<file path="src/rtl/rrd_pkg.sv">
// Package: shared range code encoding for the reference ratio detector.
// Assumes: code values are consumed by neighbouring logic, so they are fixed.
package rrd_pkg;
    typedef enum logic [1:0] {
        RANGE_HIGH = 2'b00,  // ratio above the upper limit
        RANGE_MID  = 2'b01,  // ratio between the limits, inclusive
        RANGE_LOW  = 2'b10,  // ratio below the lower limit
        RANGE_RSVD = 2'b11   // never produced
    } range_code_e;
endpackage

</file>
<file path="src/rtl/rrd_edge_sync.sv">
// Module: rrd_edge_sync
// Brings an asynchronous level into the clk domain through STAGES flops and
// emits a one-cycle pulse on each synchronized rising edge.
// Assumes: STAGES >= 2; the input stays high/low for at least two clk cycles.
module rrd_edge_sync #(
    parameter int STAGES = 2
) (
    input  logic clk,
    input  logic rst_n,
    input  logic async_in,
    output logic rise_o
);
    logic [STAGES-1:0] chain_q;
    logic              last_q;

    // Synchronizer chain: stage 0 samples the raw input.
    genvar g;
    generate
        for (g = 0; g < STAGES; g++) begin : g_stage
            if (g == 0) begin : g_first
                always_ff @(posedge clk) begin
                    if (!rst_n) chain_q[0] <= 1'b0;
                    else        chain_q[0] <= async_in;
                end
            end else begin : g_next
                always_ff @(posedge clk) begin
                    if (!rst_n) chain_q[g] <= 1'b0;
                    else        chain_q[g] <= chain_q[g-1];
                end
            end
        end
    endgenerate

    // Delayed copy of the synchronized level for edge detection.
    always_ff @(posedge clk) begin
        if (!rst_n) last_q <= 1'b0;
        else        last_q <= chain_q[STAGES-1];
    end

    // Rising edge pulse in the clk domain.
    always_comb rise_o = chain_q[STAGES-1] & ~last_q;

    a_r9_single_pulse: assert property (@(posedge clk) disable iff (!rst_n)
        rise_o |=> !rise_o);
endmodule

</file>
<file path="src/rtl/rrd_period_counter.sv">
// Module: rrd_period_counter
// Counts clk cycles between synchronized rising edges. The count saturates at
// its all-ones value. On each edge after the first it presents the finished
// count with a one-cycle complete pulse, then restarts at 1.
// Assumes: rise_i is a single-cycle pulse.
module rrd_period_counter #(
    parameter int CNT_W = 10
) (
    input  logic             clk,
    input  logic             rst_n,
    input  logic             rise_i,
    output logic [CNT_W-1:0] period_o,
    output logic             complete_o
);
    localparam logic [CNT_W-1:0] CNT_MAX = {CNT_W{1'b1}};
    localparam logic [CNT_W-1:0] CNT_ONE = CNT_W'(1);

    logic [CNT_W-1:0] cnt_q;
    logic             armed_q;

    // Cycle counter: restart on an edge, otherwise saturating increment.
    always_ff @(posedge clk) begin
        if (!rst_n)              cnt_q <= '0;
        else if (rise_i)         cnt_q <= CNT_ONE;
        else if (cnt_q != CNT_MAX) cnt_q <= cnt_q + CNT_ONE;
    end

    // Armed once the first edge has opened a period.
    always_ff @(posedge clk) begin
        if (!rst_n)      armed_q <= 1'b0;
        else if (rise_i) armed_q <= 1'b1;
    end

    // A period completes on any edge that follows an earlier edge.
    always_comb begin
        complete_o = rise_i & armed_q;
        period_o   = cnt_q;
    end

    a_r7_no_wrap: assert property (@(posedge clk) disable iff (!rst_n)
        !rise_i |=> (cnt_q >= $past(cnt_q)));
    a_r3_restart: assert property (@(posedge clk) disable iff (!rst_n)
        rise_i |=> (cnt_q == CNT_ONE));
endmodule

</file>
<file path="src/rtl/rrd_range_classify.sv">
// Module: rrd_range_classify
// Maps a finished period count onto the three-band range code.
// Assumes: LO_LIMIT <= HI_LIMIT < 2**CNT_W.
module rrd_range_classify
    import rrd_pkg::*;
#(
    parameter int CNT_W    = 10,
    parameter int LO_LIMIT = 96,
    parameter int HI_LIMIT = 224
) (
    input  logic [CNT_W-1:0] period_i,
    output range_code_e      code_o
);
    localparam logic [CNT_W-1:0] LO_C = CNT_W'(LO_LIMIT);
    localparam logic [CNT_W-1:0] HI_C = CNT_W'(HI_LIMIT);

    // Band selection, inclusive at both limits for the middle band.
    always_comb begin
        if (period_i > HI_C)       code_o = RANGE_HIGH;
        else if (period_i >= LO_C) code_o = RANGE_MID;
        else                       code_o = RANGE_LOW;
    end
endmodule

</file>
<file path="src/rtl/ref_ratio_detector.sv">
// Module: ref_ratio_detector (top)
// Measures system clock cycles per reference period and publishes a
// registered 2-bit range code plus valid flag on each completed period.
// Assumes: the reference runs slower than clk_sys / 4 with both phases >= 2 cycles.
module ref_ratio_detector
    import rrd_pkg::*;
#(
    parameter int CNT_W       = 10,
    parameter int SYNC_STAGES = 2,
    parameter int LO_LIMIT    = 96,
    parameter int HI_LIMIT    = 224
) (
    input  logic       clk_sys,
    input  logic       rst_n,
    input  logic       ref_clk_async,
    output logic [1:0] range_code,
    output logic       range_valid
);
    logic             ref_rise;
    logic [CNT_W-1:0] period;
    logic             complete;
    range_code_e      band;
    range_code_e      code_q;
    logic             valid_q;

    rrd_edge_sync #(.STAGES(SYNC_STAGES)) u_sync (
        .clk      (clk_sys),
        .rst_n    (rst_n),
        .async_in (ref_clk_async),
        .rise_o   (ref_rise)
    );

    rrd_period_counter #(.CNT_W(CNT_W)) u_count (
        .clk        (clk_sys),
        .rst_n      (rst_n),
        .rise_i     (ref_rise),
        .period_o   (period),
        .complete_o (complete)
    );

    rrd_range_classify #(
        .CNT_W    (CNT_W),
        .LO_LIMIT (LO_LIMIT),
        .HI_LIMIT (HI_LIMIT)
    ) u_class (
        .period_i (period),
        .code_o   (band)
    );

    // Status register: load the band only when a period completes.
    always_ff @(posedge clk_sys) begin
        if (!rst_n) begin
            code_q  <= RANGE_HIGH;
            valid_q <= 1'b0;
        end else if (complete) begin
            code_q  <= band;
            valid_q <= 1'b1;
        end
    end

    // Drive the plain output ports.
    always_comb begin
        range_code  = code_q;
        range_valid = valid_q;
    end

    a_r6_no_reserved: assert property (@(posedge clk_sys) disable iff (!rst_n)
        range_code != 2'b11);
    a_r8_hold: assert property (@(posedge clk_sys) disable iff (!rst_n)
        !complete |=> ($stable(range_code) && $stable(range_valid)));
    a_r8_valid_sticky: assert property (@(posedge clk_sys) disable iff (!rst_n)
        range_valid |=> range_valid);
    a_r2_first_valid: assert property (@(posedge clk_sys) disable iff (!rst_n)
        $rose(range_valid) |-> $past(complete));
endmodule

</file>
<file path="config.mk">
export PLATFORM = sky130hd
export DESIGN_NAME = ref_ratio_detector
export DESIGN_NICKNAME = d
export VERILOG_FILES = /design/src/rtl/rrd_pkg.sv /design/src/rtl/rrd_edge_sync.sv /design/src/rtl/rrd_period_counter.sv /design/src/rtl/rrd_range_classify.sv /design/src/rtl/ref_ratio_detector.sv
export SDC_FILE = /design/constraint.sdc
export NUM_CORES = 1
export LEC_CHECK = 0
export BUFFER_PORTS_ARGS = -buffer_cell sky130_fd_sc_hd__buf_4
export CAP_MARGIN = 20
export CORE_MARGIN = 2
export CORE_UTILIZATION = 50
export CTS_CLUSTER_SIZE = 12
export DETAILED_ROUTE_END_ITERATION = 10
export GPL_ROUTABILITY_DRIVEN = 0
export HOLD_SLACK_MARGIN = 0.06
export PLACE_DENSITY = 0.71
export REMOVE_ABC_BUFFERS = 1
export SLEW_MARGIN = 25
export SYNTH_ARGS = -nofsm -noshare
export SYNTH_HDL_FRONTEND = slang
export SYNTH_SLANG_ARGS = --single-unit
</file>
<file path="constraint.sdc">
create_clock -name clk_sys -period 1.4 [get_ports clk_sys]
set_input_delay 0.14 -clock clk_sys [delete_from_list [all_inputs] [get_ports clk_sys]]
set_output_delay 0.14 -clock clk_sys [all_outputs]
set_load 0.02 [all_outputs]
</file>
==> run_results.csv, run 1 <==
group,metric,value,unit
placed_design,dpl.hpwl,1.029,mm
routing,drt_iter0_drc,5,
clock_network,numCtsBuffers,3,
sta,post-route-period-util,99.60,%
setup_path,startpoint,"u_count.period_o[3]$_SDFFE_PP0P_",
sta,fmax,0.7172,GHz
global_route,grt_pass1_wl,2.490,mm
setup_path,cp_data_arrival_time,1.60,ns
sta,tightest_slew,0.3631,ns
global_route,grt_usage,18.13,%
layout,nFillCells,136,
sta,finClkSkew,0.001436,ns
pwr,powerDensity,918.8,nW/µm²
hold_path,hold_class,"in2reg",
synth,synth-seq-area-share,44.81,%
routing,drt-wirelength-per-cell,12.53,µm
synth,synth_area_leaders,"dfxtp_1 45%, nor2_1 4.4%, and2_1 4.1%",
setup_path,crit_fanout,8,
setup_path,cp-start-kind,"flip-flop",
synth,syn-instance-count,83,
sta,maxSlewViolCount,0,
floorplan,die_w,42.98,µm
floorplan,core,1471,µm²
setup_path,worstRegToRegCells,4,
synth,yosysWarningCount,0,
routing,detail_route.vias_per_cell,5.523,
routing,drc_errors,0,
clock_network,clkSinkCount,17,
setup_path,crit_chain,"nand3_2, nor2_1, a21oi_1, a311oi_1",
layout,area_growth,18.45,%
routing,finalWirelength,1.391,mm
pwr,p_leak,0.3479,nW
layout,finish.utilization,61.14,%
synth,syn_area,759.5,µm²
setup_path,r2r_slack,0.006,ns
setup_path,critPathSlowestCell,"dfxtp_1",
floorplan,num_io_pins,6,
routing,drt_pass1_iterations,2,
setup_path,cpPeakStageDelay,0.42,ns
clock_network,insertion_delay,0.28,ns
setup_path,worstSetupPathType,"reg2reg",
global_route,grt_max_degree,10,
sta,slew_headroom,75.80,%
setup_path,critPathCaptureType,"flip-flop",
global_route,grt_pass1_vias,607,
run_status,status,"completed",
layout,finish.net_count,101,
sta,setup_viol,0,
clock_network,cts_tree,"built",
routing,antenna_left,0,
layout,antennaDiodeCount,0,
clock_network,cts_max_level,1,
floorplan,start_util,51.62,%
placed_design,numPortBuffers,5,
clock_network,post-cts-setup-buffers,0,
setup_path,crit_family,"simple AND/OR/NAND/NOR gates",
clock_network,path_clk_slew,0.09,ns
clock_network,clk_path_buf_depth,2,
global_route,overflow,0,
setup_path,path_buf_inv,0,
setup_path,timing.rr.end,"u_count.period_o[8]$_SDFFE_PP0P_",
clock_network,cts_root_buffer,"clkbuf_4",
floorplan,die_area,1847,µm²
synth,avgSynthCellArea,9.150,µm²
pwr,power.total,826.5,µW
synth,synth-seq-cells,17,
floorplan,chipHeight,42.98,µm
layout,drive_gt1_share,21.05,%
setup_path,required,1.60,ns
setup_path,cp-endpoint,"u_count.period_o[8]$_SDFFE_PP0P_",
floorplan,rows,14,
job,cap_viol_max_count,0,
synth,synth_top_area_share,44.81,%
sta,rsz0062_at_grt,"true",
sta,fin_crit,1.394,ns
setup_path,r2r-start,"u_count.period_o[3]$_SDFFE_PP0P_",
sta,finalHoldViolations,0,
pwr,irDropWorstVdd,0.0007657,V
synth,yosysTopAreaCell,"dfxtp_1",
routing,vias,613,
global_route,antenna_found_initial,0,
setup_path,cp_num_cells,4,
synth,ys_types,33,
logic make-up after synthesis:
logic type	after synthesis	share of synthesized area [%]
adder cells (fa/ha/maj)	2	3.294
XOR/XNOR	5	5.767
flip-flops	17	44.81
AND/OR/NAND/NOR	36	25.87
buffers and inverters	4	2.141
AO/OA/AOI/OAI	18	16.80
multiplexers	1	1.318
cells in the mapped netlist, drive strengths merged:
master    n
nand4b    1
a311oi    2
clkbuf    1
nand3     4
and2      5
o2111ai   1
o31ai     2
or4       1
a211oi    2
nor2      9
inv       2
ha        2
nand2     7
o21a      3
nand2b    1
xor2      2
o21ai     1
a21boi    2
buf       1
and3      2
a21oi     3
xnor2     3
dfxtp    17
mux2i     1
or3       1
nor3      3
o211ai    1
a31oi     1
nor2b     2
layout by cell type (no fill, tap or decap), types with 2 or more instances in the layout:
cell type	count
nand3_1	2
nand3_2	2
xnor2_1	3
xor2_1	2
clkbuf_4	3
a211oi_1	2
a311oi_1	2
nor2_1	9
nor3_4	2
a21oi_1	3
buf_4	9
and2_1	5
o21a_1	3
dfxtp_2	2
ha_1	2
nand2_1	7
inv_1	2
dfxtp_1	15
nor2b_1	2
state kept, by name (all words and copies together), names as in the netlist:
signal            count
u_count.period_o     10
range_valid           1
range_code            2
u_sync.last_q         1
u_count.armed_q       1
u_sync.chain_q        2
metal layers:
| metal | vias up | wire [µm] | global-route usage (%) |
|---|---|---|---|
| li1 | 315 | - | - |
| met1 | 281 | 640 | 21.01 |
| met2 | 13 | 669 | 29.70 |
| met3 | 4 | 48 | 4.255 |
| met4 | 0 | 33 | 11.52 |
| met5 | - | 0 | 0 |
through the flow:
step	TNS [ns]	cells	instance area [µm²]	setup slack (ns)	hold slack, ns
after global routing	-0.3912	111	899.6	-0.08528	0.1178
after global placement	0	106	838.3	0.03641	0.3517
after floorplan	0	81	750.7	0.01162	0.2575
final	0	111	899.6	0.005605	0.1171
after CTS	0	111	874.6	0.004856	0.1182
after detailed placement	0	106	838.3	0.04929	0.3572
how the worst min path moves through the flow:
stage,start,to,slack (ns),cells past startpoint
finish,rst_n,range_valid$_SDFFE_PN0P_,0.12,2
detailed placement,ref_clk_async,u_sync.chain_q[0]$_SDFF_PN0_,0.36,2
global route,rst_n,u_sync.chain_q[0]$_SDFF_PN0_,0.12,2
global placement,ref_clk_async,u_sync.chain_q[0]$_SDFF_PN0_,0.35,2
CTS,rst_n,u_sync.chain_q[0]$_SDFF_PN0_,0.12,2
floorplan,rst_n,u_count.period_o[0]$_SDFFE_PN0P_,0.26,1
cell type report:
type | count | area (µm²) | area share, %
multi-input combinational | 62 | 425.4 | 47.29
timing repair buffer | 10 | 77.57 | 8.623
inverter | 2 | 7.507 | 0.8345
clock buffer | 4 | 26.28 | 2.921
tap | 16 | 20.02 | 2.225
sequential | 17 | 342.8 | 38.11
repair_timing:
item	in CTS	in global routing
endpoints found under the hold margin	1	0
resized for setup	0	6
hold buffers	1	0
endpoints found under the setup margin	0	9
report_power, final:
group | switching, mW | internal (mW) | total (mW) | leakage [nW]
registers | 0.00779 | 0.497 | 0.505 | 0.139
clock network | 0.147 | 0.111 | 0.258 | 0.0150
logic | 0.0321 | 0.0321 | 0.0643 | 0.194
Note: power is estimated with default switching activity, not from simulation.
==> run 2, diff against run 1 <==
CAP_MARGIN = 10   (was 20)
RECOVER_POWER = 25   (was unset)
==> run_results.csv, run 2 (synthesis results as in run 1) <==
group,metric,value,unit
clock_network,numCtsBuffers,3,
layout,area_growth,18.45,%
sta,setup_viol,0,
clock_network,path_clk_slew,0.09,ns
setup_path,startpoint,"u_count.period_o[3]$_SDFFE_PP0P_",
sta,maxSlewViolCount,0,
layout,antennaDiodeCount,0,
layout,final_common_cell,"dfxtp_1",
routing,finalWirelength,1.383,mm
setup_path,critPathSlowestCell,"dfxtp_1",
routing,drt-wirelength-per-cell,12.46,µm
pwr,powerDensity,921.1,nW/µm²
routing,vias,618,
layout,final_area,899.6,µm²
floorplan,chipHeight,42.98,µm
sta,post-route-period-util,99.93,%
setup_path,path_buf_inv,0,
layout,nFillCells,136,
routing,drt_pass1_iterations,2,
sta,rsz0062_at_grt,"true",
setup_path,cp_data_arrival_time,1.60,ns
setup_path,crit_family,"simple AND/OR/NAND/NOR gates",
floorplan,die_area,1847,µm²
layout,drive_gt1_share,21.05,%
layout,finalNonFillerCells,111,
layout,multi_input_area,425.4,µm²
clock_network,clk_path_buf_depth,2,
clock_network,cts_tree,"built",
placed_design,dpl.hpwl,1.029,mm
floorplan,num_io_pins,6,
hold_path,hold_class,"in2reg",
clock_network,cts_max_level,1,
layout,seqCellArea,342.8,µm²
clock_network,insertion_delay,0.29,ns
sta,final.setup.tns,0,ns
routing,detail_route.vias_per_cell,5.568,
sta,tightest_slew,0.3609,ns
sta,finClkSkew,0.001701,ns
routing,drc_errors,0,
pwr,p_leak,0.3461,nW
setup_path,crit_chain,"nand3_2, nor2_1, a21oi_1, a311oi_1",
global_route,antenna_found_initial,0,
setup_path,worstRegToRegCells,4,
layout,largest_reg_flops,10,
clock_network,post-cts-setup-buffers,0,
setup_path,r2r_slack,0.001,ns
hold_path,min_path_cells,2,
global_route,overflow,0,
routing,drt_iter0_drc,5,
placed_design,postPlaceCellArea,838.3,µm²
pwr,irDropWorstVdd,0.0007725,V
sta,fin_crit,1.399,ns
run_status,status,"completed",
clock_network,clkSinkCount,17,
sta,finalHoldViolations,0,
layout,finish.net_count,101,
layout,finish.utilization,61.14,%
floorplan,start_util,51.62,%
setup_path,r2r-start,"u_count.period_o[3]$_SDFFE_PP0P_",
job,cap_viol_max_count,0,
hold_path,hold_path_end,"range_valid$_SDFFE_PN0P_",
routing,antenna_left,0,
sta,hold_slack,0.1176,ns
global_route,grt_max_degree,10,
setup_path,cp-start-kind,"flip-flop",
setup_path,crit_fanout,8,
setup_path,cpPeakStageDelay,0.42,ns
setup_path,worstSetupPathType,"reg2reg",
setup_path,required,1.60,ns
placed_design,dpl.cell_count,106,
setup_path,timing.rr.end,"u_count.period_o[8]$_SDFFE_PP0P_",
global_route,grt_pass1_vias,607,
floorplan,die_w,42.98,µm
floorplan,rows,14,
clock_network,cts_root_buffer,"clkbuf_4",
global_route,grt_pass1_wl,2.490,mm
floorplan,core,1471,µm²
setup_path,critPathCaptureType,"flip-flop",
sta,slew_headroom,75.94,%
hold_path,hp-start,"rst_n",
sta,fmax,0.7148,GHz
placed_design,numPortBuffers,5,
layout,final_cell_mix,"15 x dfxtp_1, 9 x nor2_1, 9 x buf_4",
global_route,grt_usage,18.13,%
## run 2: changes by cell type in the layout (fill, tap and decap cells not counted)
cell    previous run  this run
and2_0             0         2
and2_1             5         3
## run 2: layer usage
metal	global-route usage [%]	vias up	share of wire [%]
met5	0	-	0
li1	-	316	-
met1	21.01	285	45
met4	11.52	0	2.4
met2	29.70	13	49
met3	4.255	4	3.5
## run 2: metrics by stage
stage,setup WS [ns],total power [mW]
floorplan,0.01162,0.5485
global route,-0.08528,0.8653
finish,0.001038,0.8286
detailed placement,0.04929,0.5761
global placement,0.03641,0.5745
CTS,0.004856,0.8338
## run 2: worst max path at each step
stage,to,cells after the start
finish,u_count.period_o[8]$_SDFFE_PP0P_,4
global route,range_code[0]$_SDFFE_PN0P_,5
CTS,range_code[0]$_SDFFE_PN0P_,4
detailed placement,range_code[0]$_SDFFE_PN0P_,4
global placement,range_code[0]$_SDFFE_PN0P_,4
floorplan,u_count.period_o[1]$_SDFFE_PP0P_,5
## run 2: where the power goes
part           internal [mW]  switching, mW
sequential             0.497        0.00779
clock                  0.111          0.149
combinational         0.0320         0.0322
## run 2: timing repair
| item | CTS | global route |
|---|---|---|
| hold buffers | 1 | 0 |
| endpoints found under the setup margin | 0 | 9 |
| hold endpoints to repair | 1 | 0 |
| resized for setup | 0 | 6 |
## run 2: final cells by class
| type | instances | area share [%] |
|---|---|---|
| clock buffer | 4 | 2.921 |
| inverter | 2 | 0.8345 |
| tap | 16 | 2.225 |
| multi-input combinational | 62 | 47.29 |
| timing repair buffer | 10 | 8.623 |
| sequential | 17 | 38.11 |
